===== src/rtl/cal_seq_pkg.sv =====
package cal_seq_pkg;

   typedef enum logic [3:0] {
      ST_IDLE,
      ST_REQ_LOW,
      ST_WAIT_LOW,
      ST_REQ_HIGH,
      ST_WAIT_HIGH,
      ST_DIVIDE,
      ST_COMPUTE_OFFSET,
      ST_WRITE_GAIN,
      ST_WRITE_OFFSET,
      ST_DONE
   } cal_state_e;

   localparam logic WR_KIND_GAIN   = 1'b0;
   localparam logic WR_KIND_OFFSET = 1'b1;

endpackage


===== src/rtl/cal_restoring_div.sv =====
module cal_restoring_div #(
   parameter int DVD_W = 26,
   parameter int DVS_W = 12
) (
   input  logic             clk_i,
   input  logic             rst_ni,
   input  logic             start_i,
   input  logic [DVD_W-1:0] dividend_i,
   input  logic [DVS_W-1:0] divisor_i,
   output logic             done_o,
   output logic [DVD_W-1:0] quot_o
);

   localparam int CNT_W = $clog2(DVD_W + 1);

   if (DVD_W < 2) begin : g_bad_dvd
      $error("cal_restoring_div: DVD_W must be at least 2");
   end
   if (DVS_W < 1) begin : g_bad_dvs
      $error("cal_restoring_div: DVS_W must be at least 1");
   end

   logic [DVD_W-1:0] dvd_q;
   logic [DVD_W-1:0] quo_q;
   logic [DVS_W-1:0] rem_q;
   logic [DVS_W-1:0] dvs_q;
   logic [CNT_W-1:0] cnt_q;
   logic             busy_q;
   logic             done_q;

   logic [DVS_W:0]   trial;
   logic [DVS_W:0]   diff;
   logic             fits;

   assign trial = {rem_q, dvd_q[DVD_W-1]};
   assign fits  = trial >= {1'b0, dvs_q};
   assign diff  = trial - {1'b0, dvs_q};

   always_ff @(posedge clk_i or negedge rst_ni) begin
      if (!rst_ni) begin
         dvd_q  <= '0;
         quo_q  <= '0;
         rem_q  <= '0;
         dvs_q  <= '0;
         cnt_q  <= '0;
         busy_q <= 1'b0;
         done_q <= 1'b0;
      end else begin
         done_q <= 1'b0;
         if (start_i) begin
            dvd_q  <= dividend_i;
            dvs_q  <= divisor_i;
            rem_q  <= '0;
            quo_q  <= '0;
            cnt_q  <= CNT_W'(DVD_W);
            busy_q <= 1'b1;
         end else if (busy_q) begin
            rem_q <= fits ? diff[DVS_W-1:0] : trial[DVS_W-1:0];
            quo_q <= {quo_q[DVD_W-2:0], fits};
            dvd_q <= {dvd_q[DVD_W-2:0], 1'b0};
            cnt_q <= cnt_q - 1'b1;
            if (cnt_q == CNT_W'(1)) begin
               busy_q <= 1'b0;
               done_q <= 1'b1;
            end
         end
      end
   end

   assign done_o = done_q;
   assign quot_o = quo_q;

   // a finished division leaves a remainder below the divisor
   a_r4_rem_bound: assert property (@(posedge clk_i) disable iff (!rst_ni)
      done_q |-> (rem_q < dvs_q));

   // the divider reports completion for one cycle only
   a_r4_done_single: assert property (@(posedge clk_i) disable iff (!rst_ni)
      done_q |=> !done_q);

endmodule


===== src/rtl/cal_offset_calc.sv =====
module cal_offset_calc #(
   parameter int GAIN_W    = 15,
   parameter int RAW_W     = 12,
   parameter int FRAC_W    = 14,
   parameter int OFFS_W    = 16,
   parameter int EXP_HIGH  = 3072,
   parameter int OFFS_BIAS = 2,
   parameter bit ROUND     = 1'b0
) (
   input  logic [GAIN_W-1:0]        gain_i,
   input  logic [RAW_W-1:0]         raw_i,
   output logic signed [OFFS_W-1:0] offs_o
);

   localparam int PROD_W = GAIN_W + RAW_W;
   localparam int SCL_W  = PROD_W - FRAC_W + 1;
   localparam logic signed [OFFS_W-1:0] BASE = OFFS_W'(EXP_HIGH - OFFS_BIAS);

   if (FRAC_W < 1 || FRAC_W >= PROD_W) begin : g_bad_frac
      $error("cal_offset_calc: FRAC_W out of range");
   end
   if (OFFS_W < SCL_W + 1) begin : g_bad_offs
      $error("cal_offset_calc: OFFS_W too narrow for the scaled product");
   end

   logic [PROD_W-1:0] prod;
   logic [SCL_W-1:0]  scaled;

   assign prod = PROD_W'(gain_i) * PROD_W'(raw_i);

   if (ROUND) begin : g_round
      logic [PROD_W:0] biased;
      assign biased = {1'b0, prod} + (PROD_W+1)'(2 ** (FRAC_W - 1));
      assign scaled = biased[PROD_W:FRAC_W];
   end else begin : g_trunc
      assign scaled = {1'b0, prod[PROD_W-1:FRAC_W]};
   end

   assign offs_o = BASE - $signed(OFFS_W'(scaled));

endmodule


===== src/rtl/cal_const_seq.sv =====
module cal_const_seq
   import cal_seq_pkg::*;
#(
   parameter int NUM_CONV  = 2,
   parameter int CHAN_W    = 6,
   parameter int CHAN_LOW  = 44,
   parameter int CHAN_HIGH = 43,
   parameter int RAW_W     = 12,
   parameter int EXP_LOW   = 1024,
   parameter int EXP_HIGH  = 3072,
   parameter int FRAC_W    = 14,
   parameter int GAIN_W    = 15,
   parameter int OFFS_W    = 16,
   parameter int OFFS_BIAS = 2,
   parameter bit ROUND     = 1'b0,
   localparam int SEL_W    = (NUM_CONV > 1) ? $clog2(NUM_CONV) : 1
) (
   input  logic              clk_i,
   input  logic              rst_ni,
   input  logic              start_i,
   input  logic [SEL_W-1:0]  conv_sel_i,
   output logic              req_valid_o,
   input  logic              req_ready_i,
   output logic [CHAN_W-1:0] req_chan_o,
   output logic [SEL_W-1:0]  req_conv_o,
   output logic              req_cal_o,
   input  logic              rsp_valid_i,
   input  logic [RAW_W-1:0]  rsp_data_i,
   output logic              wr_valid_o,
   output logic              wr_kind_o,
   output logic [SEL_W-1:0]  wr_conv_o,
   output logic [OFFS_W-1:0] wr_data_o,
   output logic              done_o,
   output logic              err_o
);

   localparam longint NUMER = longint'(EXP_HIGH - EXP_LOW) * (longint'(1) << FRAC_W);
   localparam int DVD_W     = $clog2(NUMER + 1);
   localparam logic [DVD_W-1:0]  NUMER_V  = DVD_W'(NUMER);
   localparam logic [GAIN_W-1:0] GAIN_MAX = '1;

   if (EXP_HIGH <= EXP_LOW) begin : g_bad_exp
      $error("cal_const_seq: EXP_HIGH must exceed EXP_LOW");
   end
   if (EXP_HIGH >= 2 ** RAW_W) begin : g_bad_range
      $error("cal_const_seq: EXP_HIGH outside the raw range");
   end
   if (GAIN_W <= FRAC_W || OFFS_W < GAIN_W) begin : g_bad_gain
      $error("cal_const_seq: GAIN_W/OFFS_W inconsistent with FRAC_W");
   end
   if (CHAN_LOW == CHAN_HIGH || CHAN_LOW >= 2 ** CHAN_W || CHAN_HIGH >= 2 ** CHAN_W) begin : g_bad_chan
      $error("cal_const_seq: reference channels invalid");
   end
   if (NUM_CONV < 1) begin : g_bad_conv
      $error("cal_const_seq: NUM_CONV must be at least 1");
   end

   cal_state_e state_q, state_d;

   logic [SEL_W-1:0]         conv_q;
   logic [RAW_W-1:0]         raw_lo_q;
   logic [RAW_W-1:0]         raw_hi_q;
   logic [GAIN_W-1:0]        gain_q;
   logic signed [OFFS_W-1:0] offs_q;
   logic                     err_q;

   logic                     div_start;
   logic                     div_done;
   logic [DVD_W-1:0]         div_quot;
   logic [GAIN_W-1:0]        gain_sat;
   logic signed [OFFS_W-1:0] offs_calc;
   logic                     order_ok;

   assign order_ok = rsp_data_i > raw_lo_q;

   always_comb begin
      state_d   = state_q;
      div_start = 1'b0;
      unique case (state_q)
         ST_IDLE:           if (start_i) state_d = ST_REQ_LOW;
         ST_REQ_LOW:        if (req_ready_i) state_d = ST_WAIT_LOW;
         ST_WAIT_LOW:       if (rsp_valid_i) state_d = ST_REQ_HIGH;
         ST_REQ_HIGH:       if (req_ready_i) state_d = ST_WAIT_HIGH;
         ST_WAIT_HIGH: begin
            if (rsp_valid_i) begin
               if (order_ok) begin
                  div_start = 1'b1;
                  state_d   = ST_DIVIDE;
               end else begin
                  state_d   = ST_DONE;
               end
            end
         end
         ST_DIVIDE:         if (div_done) state_d = ST_COMPUTE_OFFSET;
         ST_COMPUTE_OFFSET: state_d = ST_WRITE_GAIN;
         ST_WRITE_GAIN:     state_d = ST_WRITE_OFFSET;
         ST_WRITE_OFFSET:   state_d = ST_DONE;
         ST_DONE:           state_d = ST_IDLE;
         default:           state_d = ST_IDLE;
      endcase
   end

   always_ff @(posedge clk_i or negedge rst_ni) begin
      if (!rst_ni) begin
         state_q  <= ST_IDLE;
         conv_q   <= '0;
         raw_lo_q <= '0;
         raw_hi_q <= '0;
         gain_q   <= '0;
         offs_q   <= '0;
         err_q    <= 1'b0;
      end else begin
         state_q <= state_d;
         if (state_q == ST_IDLE && start_i) begin
            conv_q <= conv_sel_i;
            err_q  <= 1'b0;
         end
         if (state_q == ST_WAIT_LOW && rsp_valid_i) begin
            raw_lo_q <= rsp_data_i;
         end
         if (state_q == ST_WAIT_HIGH && rsp_valid_i) begin
            raw_hi_q <= rsp_data_i;
            if (!order_ok) err_q <= 1'b1;
         end
         if (state_q == ST_DIVIDE && div_done) begin
            gain_q <= gain_sat;
         end
         if (state_q == ST_COMPUTE_OFFSET) begin
            offs_q <= offs_calc;
         end
      end
   end

   cal_restoring_div #(
      .DVD_W (DVD_W),
      .DVS_W (RAW_W)
   ) u_div (
      .clk_i      (clk_i),
      .rst_ni     (rst_ni),
      .start_i    (div_start),
      .dividend_i (NUMER_V),
      .divisor_i  (rsp_data_i - raw_lo_q),
      .done_o     (div_done),
      .quot_o     (div_quot)
   );

   if (DVD_W > GAIN_W) begin : g_sat
      assign gain_sat = (div_quot > DVD_W'(GAIN_MAX)) ? GAIN_MAX : div_quot[GAIN_W-1:0];
   end else begin : g_fit
      assign gain_sat = GAIN_W'(div_quot);
   end

   cal_offset_calc #(
      .GAIN_W    (GAIN_W),
      .RAW_W     (RAW_W),
      .FRAC_W    (FRAC_W),
      .OFFS_W    (OFFS_W),
      .EXP_HIGH  (EXP_HIGH),
      .OFFS_BIAS (OFFS_BIAS),
      .ROUND     (ROUND)
   ) u_offs (
      .gain_i (gain_q),
      .raw_i  (raw_hi_q),
      .offs_o (offs_calc)
   );

   assign req_valid_o = (state_q == ST_REQ_LOW) || (state_q == ST_REQ_HIGH);
   assign req_chan_o  = (state_q == ST_REQ_HIGH) ? CHAN_W'(CHAN_HIGH) : CHAN_W'(CHAN_LOW);
   assign req_conv_o  = conv_q;
   assign req_cal_o   = 1'b0;
   assign wr_valid_o  = (state_q == ST_WRITE_GAIN) || (state_q == ST_WRITE_OFFSET);
   assign wr_kind_o   = (state_q == ST_WRITE_OFFSET) ? WR_KIND_OFFSET : WR_KIND_GAIN;
   assign wr_conv_o   = conv_q;
   assign wr_data_o   = (state_q == ST_WRITE_OFFSET) ? offs_q : OFFS_W'(gain_q);
   assign done_o      = (state_q == ST_DONE);
   assign err_o       = (state_q == ST_DONE) && err_q;

   // a pending request keeps its channel until accepted
   a_r2_req_hold: assert property (@(posedge clk_i) disable iff (!rst_ni)
      (req_valid_o && !req_ready_i) |=> (req_valid_o && $stable(req_chan_o)));

   // writes only follow strictly increasing raw points
   a_r6_write_needs_order: assert property (@(posedge clk_i) disable iff (!rst_ni)
      wr_valid_o |-> (raw_hi_q > raw_lo_q));

   // the gain write is followed directly by the offset write
   a_r7_gain_then_offset: assert property (@(posedge clk_i) disable iff (!rst_ni)
      (wr_valid_o && wr_kind_o == WR_KIND_GAIN) |=> (wr_valid_o && wr_kind_o == WR_KIND_OFFSET));

   // completion is a single-cycle pulse
   a_r8_done_pulse: assert property (@(posedge clk_i) disable iff (!rst_ni)
      done_o |=> !done_o);

   // the converter tag cannot change while a sequence runs
   a_r9_conv_hold: assert property (@(posedge clk_i) disable iff (!rst_ni)
      (state_q != ST_IDLE) |=> $stable(conv_q));

endmodule


===== config.mk =====
export PLATFORM = sky130hd
export DESIGN_NAME = cal_const_seq
export DESIGN_NICKNAME = d
export VERILOG_FILES = /design/src/rtl/cal_seq_pkg.sv /design/src/rtl/cal_restoring_div.sv /design/src/rtl/cal_offset_calc.sv /design/src/rtl/cal_const_seq.sv
export SDC_FILE = /design/constraint.sdc
export NUM_CORES = 1
export LEC_CHECK = 0
export BUFFER_PORTS_ARGS = -buffer_cell sky130_fd_sc_hd__buf_2
export CORE_AREA = 2 2 256 157
export CTS_BUF_LIST = sky130_fd_sc_hd__clkbuf_4
export CTS_CLUSTER_DIAMETER = 150
export DETAILED_ROUTE_END_ITERATION = 10
export DIE_AREA = 0 0 258 159
export PLACE_DENSITY = 0.55
export REMOVE_ABC_BUFFERS = 1
export SLEW_MARGIN = 20
export SYNTH_ARGS = -nofsm -noshare
export SYNTH_HDL_FRONTEND = slang
export SYNTH_SLANG_ARGS = --single-unit

===== constraint.sdc =====
create_clock -name clk_i -period 18 [get_ports clk_i]
set_input_delay 4.5 -clock clk_i [delete_from_list [all_inputs] [get_ports clk_i]]
set_output_delay 4.5 -clock clk_i [all_outputs]
set_load 0.05 [all_outputs]

==> flow_summary_export.csv, run 1 <==
group,metric,value,unit
outcome,status,"completed",
worst_setup_path,reg2regPathDepth,21,
synthesis,yosysUniqueCellTypes,73,
cts,cts_max_level,4,
synthesis,synth-edff-count,0,
timing,maxSlewViolCount,0,
placement,place_congestion,0.8452,
cts,cts_hold_buf,0,
synthesis,async_flop_share,1.000,
min_path,hold_class,"reg2reg",
timing,fin_crit,7.235,ns
timing,max_freq,0.1382,GHz
placement,postPlaceCellArea,12880,sq um
cells_and_area,drive_gt1_frac,0.1014,
synthesis,synth_cells,1341,
detailed_routing,drc,0,
detailed_routing,top_layer,"met4",
global_route,antenna_found_initial,0,
worst_setup_path,endpoint_kind,"flip-flop",
global_route,grt_pass1_wl,49510,um
global_route,track_usage,0.1526,
cells_and_area,final_area,13150,sq um
cells_and_area,final_common_cell,"inv_1",
worst_setup_path,r2r_setup_slack,11.02,ns
worst_setup_path,start_kind,"input port",
worst_setup_path,worst-setup-path-type,"in2reg",
floorplanning,fp-row-count,56,
cts,clk_pin_slew,0.13,ns
synthesis,synth.avg_cell_area,9.100,sq um
timing,rsz0062_at_grt,"false",
timing,final_hold_viol_count,0,
detailed_routing,ant_nets,0,
cts,cts.sinks,117,
global_route,overflow,0,
detailed_routing,route.met2.wl,11850,um
floorplanning,dieArea,41020,sq um
cells_and_area,layout.nets,1586,
worst_setup_path,arrival,7.72,ns
timing,finalCritPeriodShare,0.4019,
cells_and_area,n_antenna_cell,0,
worst_setup_path,crit_fanout,58,
timing,slew_headroom,0.3740,
synthesis,synth_seq_area_share,0.2399,
placement,io_buffers,43,
synthesis,synth.cell_area,12200,sq um
timing,setup_viol,0,
synthesis,synth_seq_cells,117,
detailed_routing,num_vias,9147,
detailed_routing,drt_iter0_drc,545,
placement,dp_hpwl,22820,um
min_path,worstHoldPathCells,2,
cts,post_cts_buffers,0,
cts,cts_tree,"yes",
cells_and_area,layout_common_cells,"inv_1, nand2_1, fa_1",
timing,clock_skew,0.02729,ns
floorplanning,die_width,258,um
run,max-cap-violations,0,
floorplanning,die_h,159,um
synthesis,synth_flop_cell,"dfrtp_1",
floorplanning,start_util,0.3161,
cts,cts_buffers,17,
cts,clk_path_buf_depth,2,
cts,root_buffer,"clkbuf_4",
detailed_routing,drt_first_pass_iters,5,
timing,fin_tns_setup,0,ns
global_route,grt_pass1_vias,9014,
floorplanning,io_pins,48,
synthesis,yosysWarnings,0,
floorplanning,core,38610,sq um
timing,hold_slack,0.4913,ns
placement,place_ws,10.19,ns
detailed_routing,wire_per_inst,15.92,um
worst_setup_path,cp.required,18.49,ns
cells_and_area,areaGrowthSynthToFinish,7.741,%
global_route,grt_start_max_net_pins,72,
cts,cts_resized,0,
timing,tightest_slew,0.9390,ns
detailed_routing,drt-vias-per-instance,4.858,
detailed_routing,wl_met1,15950,um
cts,clkLatencyLatePin,0.59,ns
timing,fin_ws,10.77,ns
detailed_routing,wl_met3,1706,um
detailed_routing,routed_wl,29970,um
per-layer routing:
layer,track usage,up-vias
met5,0,-
met2,0.2041,214
met3,0.03566,27
met4,0.04046,0
li1,-,4352
met1,0.2405,4554
cells by family (layout without fill, tap and decap cells):
logic type,Yosys count,count (layout),share of synthesized area
other cells,2,4,0.0006154
flops,117,117,0.2399
buf+inv,282,300,0.08992
compound gates,178,178,0.09833
simple gates,426,426,0.1694
fa+ha+maj,219,219,0.3051
xor+xnor,31,31,0.02225
mux,86,86,0.07444
final timing paths:
| check | startpoint | end |
|---|---|---|
| max | rsp_data_i[0] | u_div.dvs_q[8]$_DFFE_PN0P_ |
| min | offs_q[7]$_DFFE_PN0P_ | offs_q[7]$_DFFE_PN0P_ |
| max reg2reg | raw_hi_q[5]$_DFFE_PN0P_ | offs_q[12]$_DFFE_PN0P_ |
| min reg2reg | offs_q[7]$_DFFE_PN0P_ | offs_q[7]$_DFFE_PN0P_ |
| max in group asynchronous | rst_ni | u_div.busy_q$_DFF_PN0_ |
| min in group asynchronous | rst_ni | state_q[1]$_DFFE_PN0P_ |
through the flow:
step,cells,utilization
after floorplan,1281,-
after global routing,1883,0.3406
after detailed placement,1852,0.3335
after global placement,1852,0.3335
after CTS,1883,0.3405
final,1883,0.3406
synthesized netlist by cell type (all sizes together) (3+ instances only):
| master | instances | share of area |
|---|---|---|
| mux2i | 48 | 0.039 |
| nand4b | 3 | 0.0022 |
| buf | 18 | 0.0087 |
| a21oi | 33 | 0.014 |
| nand3 | 18 | 0.0074 |
| or2 | 3 | 0.0015 |
| fa | 131 | 0.21 |
| xor2 | 10 | 0.0072 |
| nor3b | 3 | 0.0018 |
| nand4 | 11 | 0.0056 |
| nor2b | 12 | 0.0062 |
| nor4 | 6 | 0.0048 |
| or3 | 9 | 0.0046 |
| a211oi | 15 | 0.0096 |
| mux2 | 38 | 0.035 |
| nor3 | 19 | 0.0082 |
| nor2 | 74 | 0.023 |
| o211ai | 5 | 0.0031 |
| o21bai | 4 | 0.0025 |
| clkbuf | 44 | 0.014 |
| xnor2 | 21 | 0.015 |
| ha | 88 | 0.090 |
| nand2 | 180 | 0.056 |
| o21a | 4 | 0.0025 |
| o2111ai | 3 | 0.0027 |
| o22a | 15 | 0.011 |
| inv | 220 | 0.068 |
| dfrtp | 117 | 0.24 |
| and3 | 4 | 0.0021 |
| and2 | 63 | 0.032 |
| nor4b | 3 | 0.0032 |
| a21o | 12 | 0.0074 |
| o31ai | 4 | 0.0029 |
| o21ai | 50 | 0.021 |
| a31oi | 7 | 0.0036 |
| a21boi | 5 | 0.0034 |
| nand2b | 11 | 0.0056 |
state kept, by name (all words and copies together) (netlist names):
| register | count |
|---|---|
| err_q | 1 |
| gain_q | 15 |
| offs_q | 14 |
| raw_hi_q | 12 |
| raw_lo_q | 12 |
| req_conv_o | 1 |
| state_q | 4 |
| u_div.busy_q | 1 |
| u_div.cnt_q | 5 |
| u_div.done_o | 1 |
| u_div.dvd_q | 1 |
| u_div.dvs_q | 12 |
| u_div.quot_o | 26 |
| u_div.rem_q | 12 |
worst max-delay path, stage by stage:
cell	delay, ns
buf_2	0.07
inv_1	0.05
ha_1	0.22
fa_1	0.41
nor2b_1	0.12
o21ai_1	0.08
a21boi_0	0.31
o21ai_0	0.17
a21oi_1	0.23
o21a_1	0.21
o31ai_2	0.12
a211oi_4	0.21
buf_4	0.58
mux2_2	0.41
area by class of cell:
type / count / area [sq um]
flip-flops and latches: 117 / 2929
clock buffers: 18 / 135.1
clock inverters: 13 / 132.6
inverters: 220 / 825.8
multi-input cells: 944 / 8209
fillers: 4034 / 25460
well taps: 522 / 653.1
repair buffers: 49 / 262.8
Power of run 1 is left out: the tool's default activity adds up to more than one toggle a clock period on the data nets, which glitch-free logic cannot reach.
==> run 2, diff against run 1 <==
- ABC_AREA: unset -> 1
- PLACE_DENSITY: 0.55 -> 0.57
- clock period: 18 -> 6.58 ns (I/O delays scaled with it)
==> run 2 against run 1 <==
Sequential share of layout area is 0.18 points lower. Cell count is 15% higher. Critical path depth is 14 higher. Clock skew is 0.0026 ns lower. Sequential cell count stayed put. Design area is 0.81% higher. Die area stayed put. Worst setup slack worse by 10 ns. Global-route usage is 1.5 points higher. Core utilization is 0.28 points higher. Synthesized area is 0.53% higher.
==> flow_summary_export.csv, run 2 <==
group,metric,value,unit
cts,clk_path_buf_depth,2,
cells_and_area,utilization,0.3433,
cts,cts_buffers,17,
cts,cts.sinks,117,
synthesis,yosysUniqueCellTypes,47,
timing,rsz0062_at_grt,"false",
synthesis,synth_seq_area_share,0.2387,
worst_setup_path,arrival,6.65,ns
timing,finalCritPeriodShare,0.9383,
cells_and_area,fin_cells,2158,
global_route,grt_pass1_wl,54100,um
floorplanning,core,38610,sq um
synthesis,synth_area_leaders,"dfrtp_1, fa_1, nand2_1",
detailed_routing,ant_nets,0,
placement,place_congestion,0.9102,
min_path,hold_class,"reg2reg",
worst_setup_path,cp.required,7.06,ns
global_route,antenna_found_initial,5,
worst_setup_path,crit_family,"adder cells",
pwr,irDropWorstVdd,135.9,uV
synthesis,synth.avg_cell_area,7.663,sq um
placement,place_inst,2125,
cells_and_area,register_area,2929,sq um
detailed_routing,drt_iter0_drc,846,
synthesis,synth_seq_cells,117,
timing,hold_slack,0.4938,ns
timing,clock_skew,0.02467,ns
cells_and_area,areaGrowthSynthToFinish,8.037,%
floorplanning,die_h,159,um
synthesis,yosysWarnings,0,
cts,cts_max_level,4,
worst_setup_path,timing.critical_path.buf_inv,6,
timing,fin_tns_setup,0,ns
synthesis,synth-edff-count,0,
floorplanning,start_util,0.3178,
worst_setup_path,cpMostUsedCell,"nand2_1",
cells_and_area,final_area,13250,sq um
outcome,status,"completed",
timing,max_freq,0.1620,GHz
cts,clk_pin_slew,0.13,ns
detailed_routing,drc,0,
global_route,grt_start_max_net_pins,79,
floorplanning,io_pins,48,
synthesis,yosysTopAreaCellShare,0.2387,
cts,clkLatencyLatePin,0.58,ns
cts,cts_tree,"yes",
worst_setup_path,crit_fanout,14,
placement,dp_hpwl,27620,um
placement,place_ws,0.4954,ns
timing,maxSlewViolCount,0,
floorplanning,dieArea,41020,sq um
detailed_routing,routed_wl,33360,um
synthesis,yosysMostFrequentCell,"nand2_1",
cells_and_area,largest_reg_flops,26,
worst_setup_path,max_stage_delay,0.85,ns
synthesis,synth_flop_cell,"dfrtp_1",
floorplanning,die_width,258,um
detailed_routing,drt_first_pass_iters,5,
floorplanning,fp-row-count,56,
pwr,p_per_area,443.5,nW/um^2
timing,setup_viol,0,
synthesis,synth_cells,1601,
global_route,track_usage,0.1671,
placement,postPlaceCellArea,12990,sq um
worst_setup_path,slowest_stage,"dfrtp_1",
worst_setup_path,start_kind,"flip-flop",
placement,io_buffers,43,
detailed_routing,num_vias,10168,
timing,slew_headroom,0.3393,
cells_and_area,layout.nets,1859,
worst_setup_path,worst-setup-path-type,"reg2reg",
pwr,totalPowerFinal,5.878,mW
synthesis,synth_largest_area_cell,"dfrtp_1",
timing,fin_ws,0.4063,ns
detailed_routing,wire_per_inst,15.46,um
cells_and_area,layout_common_cells,"nand2_1, inv_1, fa_1",
cells_and_area,final_common_cell,"nand2_1",
timing,final_hold_viol_count,0,
detailed_routing,drt-vias-per-instance,4.712,
timing,fin_crit,6.174,ns
cells_and_area,multi_input_area,7702,sq um
global_route,overflow,0,
run,max-cap-violations,0,
timing,tightest_slew,0.9887,ns
global_route,grt_pass1_vias,9716,
synthesis,async_flop_share,1.000,
synthesis,synth_commonest_cells,"nand2_1, inv_1, fa_1",
cells_and_area,drive_gt1_frac,0.07650,
synthesis,synth.cell_area,12270,sq um
worst_setup_path,endpoint_kind,"flip-flop",
cts,root_buffer,"clkbuf_4",
cells_and_area,nFillCells,4076,
pwr,leakagePower,7.157,nW
## run 2: cell types whose count changed after synthesis, sizes merged, moves of 12 or more
cell / delta
nand2: +249
nand3: +25
and2: -61
inv: +155
o22ai: +25
mux2i: -48
o22a: -15
a21oi: +30
o21ai: +39
a211oi: -12
mux2: -27
## run 2: layout make-up
class                   count  area share
repair buffers             54     0.02294
multi-input cells        1057      0.5811
clock buffers              19     0.01076
well taps                 522     0.04928
clock inverters            12    0.008307
flip-flops and latches    117      0.2210
inverters                 375      0.1062
diodes                      2   0.0003776
## run 2: path summary, 6_finish.rpt
kind                                                  from                         end  slack, ns  depth (start not counted)
worst max-delay path                 gain_q[4]$_DFFE_PN0P_      offs_q[12]$_DFFE_PN0P_       0.41                         28
worst min-delay path            u_div.dvs_q[9]$_DFFE_PN0P_  u_div.dvs_q[9]$_DFFE_PN0P_       0.49                          2
worst max register to register       gain_q[4]$_DFFE_PN0P_      offs_q[12]$_DFFE_PN0P_       0.41                         28
worst min register to register  u_div.dvs_q[9]$_DFFE_PN0P_  u_div.dvs_q[9]$_DFFE_PN0P_       0.49                          2
max in group asynchronous                           rst_ni       gain_q[7]$_DFFE_PN0P_       4.37                          2
min in group asynchronous                           rst_ni       offs_q[8]$_DFFE_PN0P_       1.07                          1
## run 2: kinds of logic after synthesis
logic type               Yosys count  share of synthesized area
AO/OA/AOI/OAI                    206                    0.09342
XOR/XNOR                          27                    0.02081
adder cells (fa/ha/maj)          219                     0.3035
buffers and inverters            429                     0.1341
flip-flops                       117                     0.2387
multiplexers                      11                    0.01010
other                              2                  0.0006122
AND/OR/NAND/NOR                  590                     0.1988
## run 2: worst register-to-register path: cells and delay by family (launching register included)
family	cells	cell delay, ns
buffers and inverters	6	0.42
flip-flops	1	0.85
AND/OR/NAND/NOR	15	1.69
adder cells (fa/ha/maj)	7	3.14
## run 2: power breakdown
group          internal [mW]  switching, mW  leakage, nW
Clock                  0.192          0.298        0.120
Combinational           1.35           2.51         5.56
Sequential              1.02          0.507         1.48
## run 2: repair_timing
action / 4_1_cts / 5_1_grt
buffers inserted: 0 / 0
hold buffers: 0 / 0
resized for setup: 0 / 1
endpoints found under the setup margin: 0 / 3
## run 2: routing by layer
layer	global-route usage	up-vias	wire, um
li1	-	4906	-
met5	0	-	22
met3	0.06001	24	3630
met2	0.1975	373	11770
met1	0.2792	4861	17740
met4	0.02444	4	197
Power figures use the tool's default switching activity.
==> run 3, diff against run 2 <==
- CORE_AREA: 2 2 256 157 -> 2 2 181 112
- DIE_AREA: 0 0 258 159 -> 0 0 183 114
- PLACE_DENSITY: 0.57 -> 0.91
- clock period: 6.58 -> 7.6 ns (I/O delays scaled with it)
==> run 3 against run 2 <==
Clock skew is 0.0084 ns higher. Sequential power fell by 12%. Sequential cell count unchanged. First-iteration DRC count is 57% higher. Sequential share of layout area up 0.65 points. Die area fell by 49%. Design area fell by 2.9%. Largest power group unchanged. Largest cell class unchanged.
==> flow_summary_export.csv, run 3 (same netlist as run 2, synthesis figures left out) <==
group,metric,value,unit
cts,cts_buffers,17,
pwr,switching_power,2.881,mW
detailed_routing,num_vias,10639,
detailed_routing,drt_iter0_drc,1328,
cells_and_area,layout.nets,1852,
cells_and_area,final_common_cell,"nand2_1",
detailed_routing,drc,0,
cts,post_cts_buffers,0,
pwr,irDropWorstVdd,301.5,uV
timing,rsz0062_at_grt,"false",
worst_setup_path,worst-setup-path-type,"reg2reg",
cells_and_area,drive_gt1_frac,0.07125,
pwr,clkPwrFrac,0.090,
global_route,overflow,0,
cts,clk_pin_slew,0.14,ns
pwr,swShare,0.5636,
timing,hold_slack,0.5066,ns
detailed_routing,wire_per_inst,17.20,um
timing,max_freq,0.1674,GHz
pwr,power.internal,2.231,mW
floorplanning,die_h,114,um
detailed_routing,routed_wl,32330,um
worst_setup_path,endpoint_kind,"flip-flop",
pwr,p_per_area,397.1,nW/um^2
detailed_routing,drt-vias-per-instance,5.659,
floorplanning,core,19420,sq um
detailed_routing,drt_first_pass_iters,6,
timing,setup_viol,0,
global_route,track_usage,0.3318,
floorplanning,io_pins,48,
cts,clk_path_buf_depth,2,
worst_setup_path,cp.required,8.08,ns
min_path,hold_class,"reg2reg",
cells_and_area,largest_reg_flops,26,
timing,maxSlewViolCount,0,
cts,cts_resized,0,
floorplanning,fp-row-count,40,
detailed_routing,ant_nets,0,
cts,cts_hold_buf,0,
cells_and_area,nFillCells,1574,
timing,clock_skew,0.03302,ns
global_route,grt_start_max_net_pins,67,
worst_setup_path,max_stage_delay,0.81,ns
pwr,leakagePower,7.133,nW
cts,cts.sinks,117,
global_route,antenna_found_initial,0,
floorplanning,die_width,183,um
global_route,grt_pass1_wl,52850,um
cells_and_area,n_antenna_cell,0,
timing,final_hold_viol_count,0,
cts,root_buffer,"clkbuf_4",
placement,dp_hpwl,25510,um
pwr,pwr-share-comb,0.647,
timing,fin_tns_setup,0,ns
outcome,status,"completed",
timing,slew_headroom,0.3257,
cts,cts_tree,"yes",
cells_and_area,layout_common_cells,"nand2_1, inv_1, fa_1",
worst_setup_path,slowest_stage,"dfrtp_1",
timing,fin_ws,1.626,ns
placement,place_congestion,0.9939,
pwr,seqPwrFrac,0.263,
cells_and_area,multi_input_area,7702,sq um
pwr,totalPowerFinal,5.112,mW
run,max-cap-violations,0,
floorplanning,start_util,0.6318,
placement,io_buffers,43,
cts,clkLatencyLatePin,0.58,ns
worst_setup_path,crit_fanout,16,
timing,finalCritPeriodShare,0.7860,
global_route,grt_pass1_vias,10399,
timing,fin_crit,5.974,ns
worst_setup_path,start_kind,"flip-flop",
placement,place_ws,1.721,ns
floorplanning,dieArea,20860,sq um
worst_setup_path,cpMostUsedCell,"nand2_1",
cells_and_area,areaGrowthSynthToFinish,4.926,%
cells_and_area,register_area,2928,sq um
cts,cts_max_level,4,
worst_setup_path,arrival,6.45,ns
timing,tightest_slew,1.009,ns
[run 3: cell types whose count changed in the layout (fill, tap and decap cells not counted)]
cell / previous run / this run
buf_4: 11 / 5
bufinv_16: 1 / 2
dfrtp_2: 1 / 0
clkinvlp_4: 6 / 5
diode_2: 2 / 0
inv_6: 0 / 1
clkinv_4: 3 / 1
clkinv_2: 1 / 2
dfrtp_1: 116 / 117
clkinv_1: 1 / 3
clkbuf_4: 19 / 18
buf_6: 1 / 0
[run 3: worst paths after layout]
path / startpoint / to / slack, ns / cells after the start
max: raw_hi_q[5]$_DFFE_PN0P_ / offs_q[12]$_DFFE_PN0P_ / 1.63 / 27
max in group asynchronous: rst_ni / u_div.quot_o[3]$_DFFE_PN0P_ / 4.87 / 2
min reg2reg: u_div.dvs_q[10]$_DFFE_PN0P_ / u_div.dvs_q[10]$_DFFE_PN0P_ / 0.51 / 2
min: u_div.dvs_q[10]$_DFFE_PN0P_ / u_div.dvs_q[10]$_DFFE_PN0P_ / 0.51 / 2
max reg2reg: raw_hi_q[5]$_DFFE_PN0P_ / offs_q[12]$_DFFE_PN0P_ / 1.63 / 27
min in group asynchronous: rst_ni / req_conv_o$_DFFE_PN0P_ / 1.38 / 1
[run 3: layout make-up]
class,count,share of cell area
clock buffer,18,0.01050
clock inverter,14,0.01059
inverter,375,0.1094
multi-input combinational,1057,0.5984
sequential,117,0.2275
tap,252,0.02449
timing repair buffer,47,0.01925
[run 3: critical path, delay by kind of cell (launching register included)]
family | cells | cell delay (ns)
simple gates | 13 | 1.19
buf+inv | 5 | 0.29
compound gates | 2 | 0.46
fa+ha+maj | 7 | 3.12
flops | 1 | 0.81
[run 3: layer usage]
| metal | track usage | share of wire | wire (um) |
|---|---|---|---|
| met1 | 0.4847 | 0.43 | 13890 |
| met2 | 0.4689 | 0.41 | 13320 |
| met3 | 0.1216 | 0.14 | 4610 |
| met4 | 0.08427 | 0.016 | 512 |
| met5 | 0 | 0 | 0 |
[run 3: power by group through the flow]
| stage | registers, mW | clock network [mW] | logic (mW) |
|---|---|---|---|
| after floorplan | 1.17 | 0 | 2.45 |
| after global placement | 1.30 | 0 | 3.11 |
| after detailed placement | 1.32 | 0 | 3.22 |
| after CTS | 1.31 | 0.464 | 3.25 |
| after global routing | 1.37 | 0.494 | 3.71 |
| final | 1.34 | 0.459 | 3.31 |
[run 3: metrics by stage]
stage                 util  std cells  area (sq um)
finish              0.6629       1880         12870
global route        0.6629       1880         12870
CTS                 0.6629       1880         12870
detailed placement  0.6489       1848         12600
global placement    0.6489       1848         12600
floorplan                -       1549         12040
